## src/rtl/bist_pkg.sv

```systemverilog
package bist_pkg;
  localparam int unsigned DATA_W_DEF = 16;
  localparam int unsigned LFSR_W_DEF = 32;
  localparam logic [31:0] LFSR_TAPS_DEF = 32'h8020_0003;
  localparam logic [31:0] LFSR_SEED_DEF = 32'hACE1_2B5F;
  localparam logic [16:0] MISR_POLY_DEF = 17'h0_0009;

  typedef enum logic {
    SRC_FUNC = 1'b0,
    SRC_LFSR = 1'b1
  } src_sel_e;
endpackage

```

## src/rtl/bist_lfsr.sv

```systemverilog
module bist_lfsr #(
  parameter int unsigned W = 32,
  parameter logic [W-1:0] TAPS = '1,
  parameter logic [W-1:0] SEED = 1
) (
  input  logic         clk_i,
  input  logic         rst_ni,
  input  logic         clear_i,
  input  logic         step_i,
  output logic [W-1:0] state_o
);
  logic [W-1:0] q;

  always_ff @(posedge clk_i or negedge rst_ni) begin
    if (!rst_ni)      q <= SEED;
    else if (clear_i) q <= SEED;
    else if (step_i)  q <= {q[W-2:0], ^(q & TAPS)};
  end

  assign state_o = q;
endmodule

```

## src/rtl/bist_misr.sv

```systemverilog
module bist_misr #(
  parameter int unsigned W = 17,
  parameter logic [W-1:0] POLY = 1
) (
  input  logic         clk_i,
  input  logic         rst_ni,
  input  logic         clear_i,
  input  logic         load_i,
  input  logic [W-1:0] resp_i,
  output logic [W-1:0] sig_o
);
  logic [W-1:0] q, nxt;

  // whole response word folded in one edge
  always_comb nxt = {q[W-2:0], 1'b0} ^ (q[W-1] ? POLY : '0) ^ resp_i;

  always_ff @(posedge clk_i or negedge rst_ni) begin
    if (!rst_ni)      q <= '0;
    else if (clear_i) q <= '0;
    else if (load_i)  q <= nxt;
  end

  assign sig_o = q;
endmodule

```

## src/rtl/bist_adder_unit.sv

```systemverilog
module bist_adder_unit #(
  parameter int unsigned W = 16,
  parameter logic [W-1:0] STUCK1_MASK = '0
) (
  input  logic [W-1:0] a_i,
  input  logic [W-1:0] b_i,
  input  logic         cin_i,
  output logic [W-1:0] sum_o,
  output logic         cout_o
);
  logic [W:0] c;
  assign c[0] = cin_i;

  for (genvar i = 0; i < W; i++) begin : g_bit
    logic s;
    assign s        = a_i[i] ^ b_i[i] ^ c[i];
    assign c[i+1]   = (a_i[i] & b_i[i]) | (c[i] & (a_i[i] ^ b_i[i]));
    assign sum_o[i] = s | STUCK1_MASK[i];
  end

  assign cout_o = c[W];
endmodule

```

## src/rtl/stage_bist_wrap.sv

```systemverilog
module stage_bist_wrap
  import bist_pkg::*;
#(
  parameter int unsigned DATA_W = DATA_W_DEF,
  parameter int unsigned LFSR_W = LFSR_W_DEF,
  parameter logic [LFSR_W-1:0] LFSR_TAPS = LFSR_TAPS_DEF,
  parameter logic [LFSR_W-1:0] LFSR_SEED = LFSR_SEED_DEF,
  parameter logic [DATA_W:0] MISR_POLY = MISR_POLY_DEF,
  parameter logic [DATA_W:0] EXP_SIG = '0,
  parameter logic [DATA_W-1:0] STUCK1_MASK = '0
) (
  input  logic              clk_i,
  input  logic              rst_ni,
  input  logic              stage_valid_i,
  input  logic              stage_test_i,
  input  logic              bist_clear_i,
  input  logic [DATA_W-1:0] op_a_i,
  input  logic [DATA_W-1:0] op_b_i,
  input  logic              op_cin_i,
  input  logic              sig_check_i,
  output logic [DATA_W-1:0] unit_a_o,
  output logic [DATA_W-1:0] unit_b_o,
  output logic              unit_cin_o,
  output logic [DATA_W-1:0] sum_o,
  output logic              cout_o,
  output logic [DATA_W:0]   signature_o,
  output logic              check_done_o,
  output logic              check_pass_o
);
  localparam int unsigned RESP_W = DATA_W + 1;

  logic              test_cyc;
  src_sel_e          src;
  logic [LFSR_W-1:0] lfsr_q;
  logic [DATA_W-1:0] pat_a, pat_b;
  logic              pat_cin;
  logic [RESP_W-1:0] sig_q;
  logic              done_q, pass_q;

  assign test_cyc = stage_valid_i & stage_test_i;
  assign src      = test_cyc ? SRC_LFSR : SRC_FUNC;

  bist_lfsr #(.W(LFSR_W), .TAPS(LFSR_TAPS), .SEED(LFSR_SEED)) u_lfsr (
    .clk_i  (clk_i),
    .rst_ni (rst_ni),
    .clear_i(bist_clear_i),
    .step_i (test_cyc),
    .state_o(lfsr_q)
  );

  assign pat_a   = lfsr_q[DATA_W-1:0];
  assign pat_b   = lfsr_q[2*DATA_W-1:DATA_W];
  assign pat_cin = lfsr_q[0] ^ lfsr_q[LFSR_W-1];

  always_comb begin
    unique case (src)
      SRC_LFSR: begin
        unit_a_o   = pat_a;
        unit_b_o   = pat_b;
        unit_cin_o = pat_cin;
      end
      default: begin
        unit_a_o   = op_a_i;
        unit_b_o   = op_b_i;
        unit_cin_o = op_cin_i;
      end
    endcase
  end

  bist_adder_unit #(.W(DATA_W), .STUCK1_MASK(STUCK1_MASK)) u_unit (
    .a_i   (unit_a_o),
    .b_i   (unit_b_o),
    .cin_i (unit_cin_o),
    .sum_o (sum_o),
    .cout_o(cout_o)
  );

  bist_misr #(.W(RESP_W), .POLY(MISR_POLY)) u_misr (
    .clk_i  (clk_i),
    .rst_ni (rst_ni),
    .clear_i(bist_clear_i),
    .load_i (test_cyc),
    .resp_i ({cout_o, sum_o}),
    .sig_o  (sig_q)
  );

  always_ff @(posedge clk_i or negedge rst_ni) begin
    if (!rst_ni) begin
      done_q <= 1'b0;
      pass_q <= 1'b0;
    end else begin
      done_q <= sig_check_i;
      if (sig_check_i) pass_q <= (sig_q == EXP_SIG);
    end
  end

  assign signature_o  = sig_q;
  assign check_done_o = done_q;
  assign check_pass_o = pass_q;
endmodule

```

## config.mk

```make
export PLATFORM = sky130hd
export DESIGN_NAME = stage_bist_wrap
export DESIGN_NICKNAME = d
export VERILOG_FILES = /design/src/rtl/bist_pkg.sv /design/src/rtl/bist_lfsr.sv /design/src/rtl/bist_misr.sv /design/src/rtl/bist_adder_unit.sv /design/src/rtl/stage_bist_wrap.sv
export SDC_FILE = /design/constraint.sdc
export NUM_CORES = 1
export LEC_CHECK = 0
export ABC_AREA = 1
export BUFFER_PORTS_ARGS = -buffer_cell sky130_fd_sc_hd__buf_2
export CORE_MARGIN = 4
export CORE_UTILIZATION = 50
export DETAILED_ROUTE_END_ITERATION = 7
export GPL_ROUTABILITY_DRIVEN = 0
export GPL_TIMING_DRIVEN = 0
export PLACE_DENSITY = 0.8
export SYNTH_ARGS = -nofsm -noshare
export SYNTH_HDL_FRONTEND = slang
export SYNTH_SLANG_ARGS = --single-unit
```

## constraint.sdc

```tcl
create_clock -name clk_i -period 18.3 [get_ports clk_i]
set_input_delay 5.49 -clock clk_i [delete_from_list [all_inputs] [get_ports clk_i]]
set_output_delay 5.49 -clock clk_i [all_outputs]
set_load 0.02 [all_outputs]
```

==> key figures <==
Floorplan
  – Die area: 7510 um^2
  – Starting Density: 0.520
  – Die Width: 86.7 um
  – FP Rows: 28
  – Core box area: 5960 um^2
  – Die height: 86.7 um
  – # IOs: 108

Critical path
  – Critical Path RT: 12,810 ps
  – CP Launch Type: input pin
  – Crit path DAT: 12,360 ps
  – CP most frequent cell: fa_1
  – Worst setup path category: in2out
  – Slowest CP cell: fa_1
  – Worst path buffer plus inverter count: 11
  – CP max stage delay: 460 ps
  – CP Capture Type: primary output
  – CP max FO: 10
  – Family with the most delay on the worst path: adder cells

Routing
  – DR pass1 iterations: 5
  – Vias: 2,859
  – DRT Wirelength: 8.47 mm
  – DRC: 0
  – ANT nets after route: 0
  – DRT iter0 DRCs: 160
  – Routed len/inst: 15.1 um
  – Vias per Instance: 5.08

Global route
  – First-pass GRT wire length: 13.8 mm
  – Total track usage: 0.238
  – Initial antenna violation count: 0
  – GR Overflow Total: 0
  – Vias in the first global route: 2,871
  – Largest net degree at the start of global routing: 52

STA
  – RSZ-0062 raised after global routing: no
  – Slew @ Worst Pin: 1120 ps
  – Final worst path period need: 17,850 ps
  – Slew HR: 0.255
  – Worst Clk Skew: 12.1 ps
  – Hold Fails Final Rpt: 0
  – Fmax: 56.0 MHz
  – Setup tns final: 0 ps
  – Final Cycle Share: 0.975
  – Final setup viols: 0
  – Slew Limit Fails: 0

CTS
  – Post-CTS Setup Inserts: 0
  – Clk slew on worst S/H paths: 100 ps
  – Clock Tree Buf Depth: 2
  – H-Tree Level Count: 2
  – CTS tree: done
  – TritonCTS Buffers: 5
  – Sink Count: 51
  – CTS Hold Bufs: 0
  – Root buffer cell: clkbuf_8
  – # resized after CTS: 0
  – Skew-Pair Late Insertion Delay: 310 ps

Yosys
  – Mapped Area: 3100 um^2
  – Top post-synthesis cells by area: dfrtp_1, dfstp_2, nand2_1
  – Synth Area in XOR/XNOR: 0.0453
  – Post-Synth Simple-Gate Area: 0.156
  – Largest family of logic cells by synthesized area: simple AND/OR/NAND/NOR gates
  – Synthesized net count: 428
  – Synth area leader: dfrtp_1
  – Syn. warnings: 0
  – Post-synthesis cell count: 373
  – #FFs+latches synth: 51
  – Sequential share of the synthesized area: 0.420
  – Synth top area share: 0.267
  – Average size of a mapped cell: 8.30 um^2
  – Post-synthesis mux area share: 0
  – Compound-Gate Fraction of Synth Area: 0.128
  – Number of distinct library cells after synthesis: 25
  – Adder-cell share of the synthesized area: 0.103

Layout
  – Ant. Diodes: 0
  – Area occupied by multi-input gates: 1340 um^2
  – Fin area: 3840 um^2
  – Register area: 1300 um^2
  – Post-layout nets: 542
  – Area Overhead vs Synth: 24.1%
  – Filler instances: 535
  – Ratio of cells with drive above 1 in the final layout: 0.344

Hold path
  – Hold Path Class: reg2reg

Place
  – Placed instance area: 3720 um^2
  – Detailed Place HPWL: 6.70 mm
  – PortBufs: 107

Power and ir drop
  – Maximum vdd drop: 0.0692 mV
  – P per Cell Area: 96.4 nW/um^2
  – Leak: 2.14 nW

Outcome
  – Status: completed

Run
  – Maxcap violations: 0
-- worst paths after layout --
kind	startpoint	endpoint	slack (ps)	cells past startpoint
max reg2reg	u_lfsr.state_o[31]	u_misr.sig_o[15]	11310	26
min	check_pass_o	check_pass_o	490	2
min reg2reg	check_pass_o	check_pass_o	490	2
max in group asynchronous	rst_ni	check_done_o	12230	1
min in group asynchronous	rst_ni	u_lfsr.state_o[10]	5390	1
max	stage_valid_i	sum_o[15]	450	30
-- layout make-up --
cell class,count,area share
Buffer,31,0.0531
Clock buffer,6,0.0215
Clock inverter,2,0.00912
Inverter,67,0.0655
Multi-Input combinational cell,224,0.349
Sequential cell,51,0.338
Tap cell,75,0.0244
Timing Repair Buffer,107,0.139
-- synthesized netlist by cell type --
master and number:
o211ai_1 8, nor3_1 1, o21ai_1 9, a31oi_1 1
dfstp_2 18, nand2_1 91, a21oi_1 1, inv_2 3
dfrtp_1 33, o22ai_1 16, inv_1 64, fa_1 16
xnor2_1 10, buf_2 10, o21bai_1 2, nor2_2 1
nand2_2 2, buf_6 2, or2_2 1, clkbuf_1 3
o21ai_0 33, nor2_1 14, nand3_1 12, xor2_1 6
buf_4 16
-- cells in the final DEF, fill, tap and decap left out --
cell | Yosys | routed
or2_2 | 1 | 1
o21ai_0 | 33 | 33
xor2_1 | 6 | 6
fa_1 | 16 | 16
inv_2 | 3 | 3
nand3_1 | 12 | 12
o211ai_1 | 8 | 8
dfstp_2 | 18 | 18
clkinv_2 | 0 | 1
xnor2_1 | 10 | 10
dfrtp_1 | 33 | 33
nor3_1 | 1 | 1
a21oi_1 | 1 | 1
buf_4 | 16 | 16
o21ai_1 | 9 | 9
buf_2 | 10 | 117
nor2_1 | 14 | 14
nand2_1 | 91 | 91
nand2_2 | 2 | 2
o22ai_1 | 16 | 16
o21bai_1 | 2 | 2
inv_1 | 64 | 64
buf_6 | 2 | 2
nor2_2 | 1 | 1
clkbuf_8 | 0 | 6
a31oi_1 | 1 | 1
bufinv_16 | 0 | 1
clkbuf_1 | 3 | 3
-- worst register-to-register path, stage by stage, from the launching register on --
cell     delay, ps
dfstp_2        580
nand2_1         90
nor2_1         100
a31oi_1         80
fa_1           470
fa_1           420
inv_1           90
fa_1           190
fa_1           170
inv_1           50
fa_1           350
inv_1           70
fa_1           170
fa_1           200
fa_1           190
inv_1           60
fa_1           380
fa_1           390
fa_1           400
fa_1           420
fa_1           420
fa_1           400
fa_1           380
inv_1           80
fa_1           460
xor2_1         180
o22ai_1        130
-- report_power, final --
group | internal, mW | leakage (nW) | switching (mW) | total (mW)
Sequential | 0.125 | 0.634 | 0.00831 | 0.133
Clock | 0.0443 | 0.0612 | 0.0376 | 0.0819
Combinational | 0.0642 | 1.45 | 0.0910 | 0.155
Total | 0.233 | 2.14 | 0.137 | 0.370
-- flip-flops by register name, indices dropped and copies added, names as in the netlist --
register	count
check_done_o	1
check_pass_o	1
u_lfsr.state_o	32
u_misr.sig_o	17
-- layer usage --
layer / vias to the layer above / track usage / wire length [um]
li1: 1373 / - / -
met1: 1346 / 0.303 / 3300
met2: 121 / 0.412 / 4450
met3: 19 / 0.0352 / 548
met4: 0 / 0.0864 / 174
met5: - / 0 / 0
-- through the flow --
step | setup WS [ps] | hold slack [ps] | total power [mW] | std cells | util
global placement | 638 | 458 | 0.287 | 555 | 0.625
CTS | 456 | 493 | 0.372 | 563 | 0.645
global route | 142 | 529 | 0.391 | 563 | 0.645
floorplan | 1090 | 459 | 0.241 | 373 | -
detailed placement | 471 | 468 | 0.290 | 555 | 0.625
finish | 450 | 490 | 0.370 | 563 | 0.645
-- cells by family (layout without fill, tap and decap cells) --
family,Yosys count,in the layout
xor+xnor,16,16
compound gates,70,70
buf+inv,98,213
simple gates,122,122
fa+ha+maj,16,16
flops,51,51
Note: power is estimated with default switching activity, not from simulation.
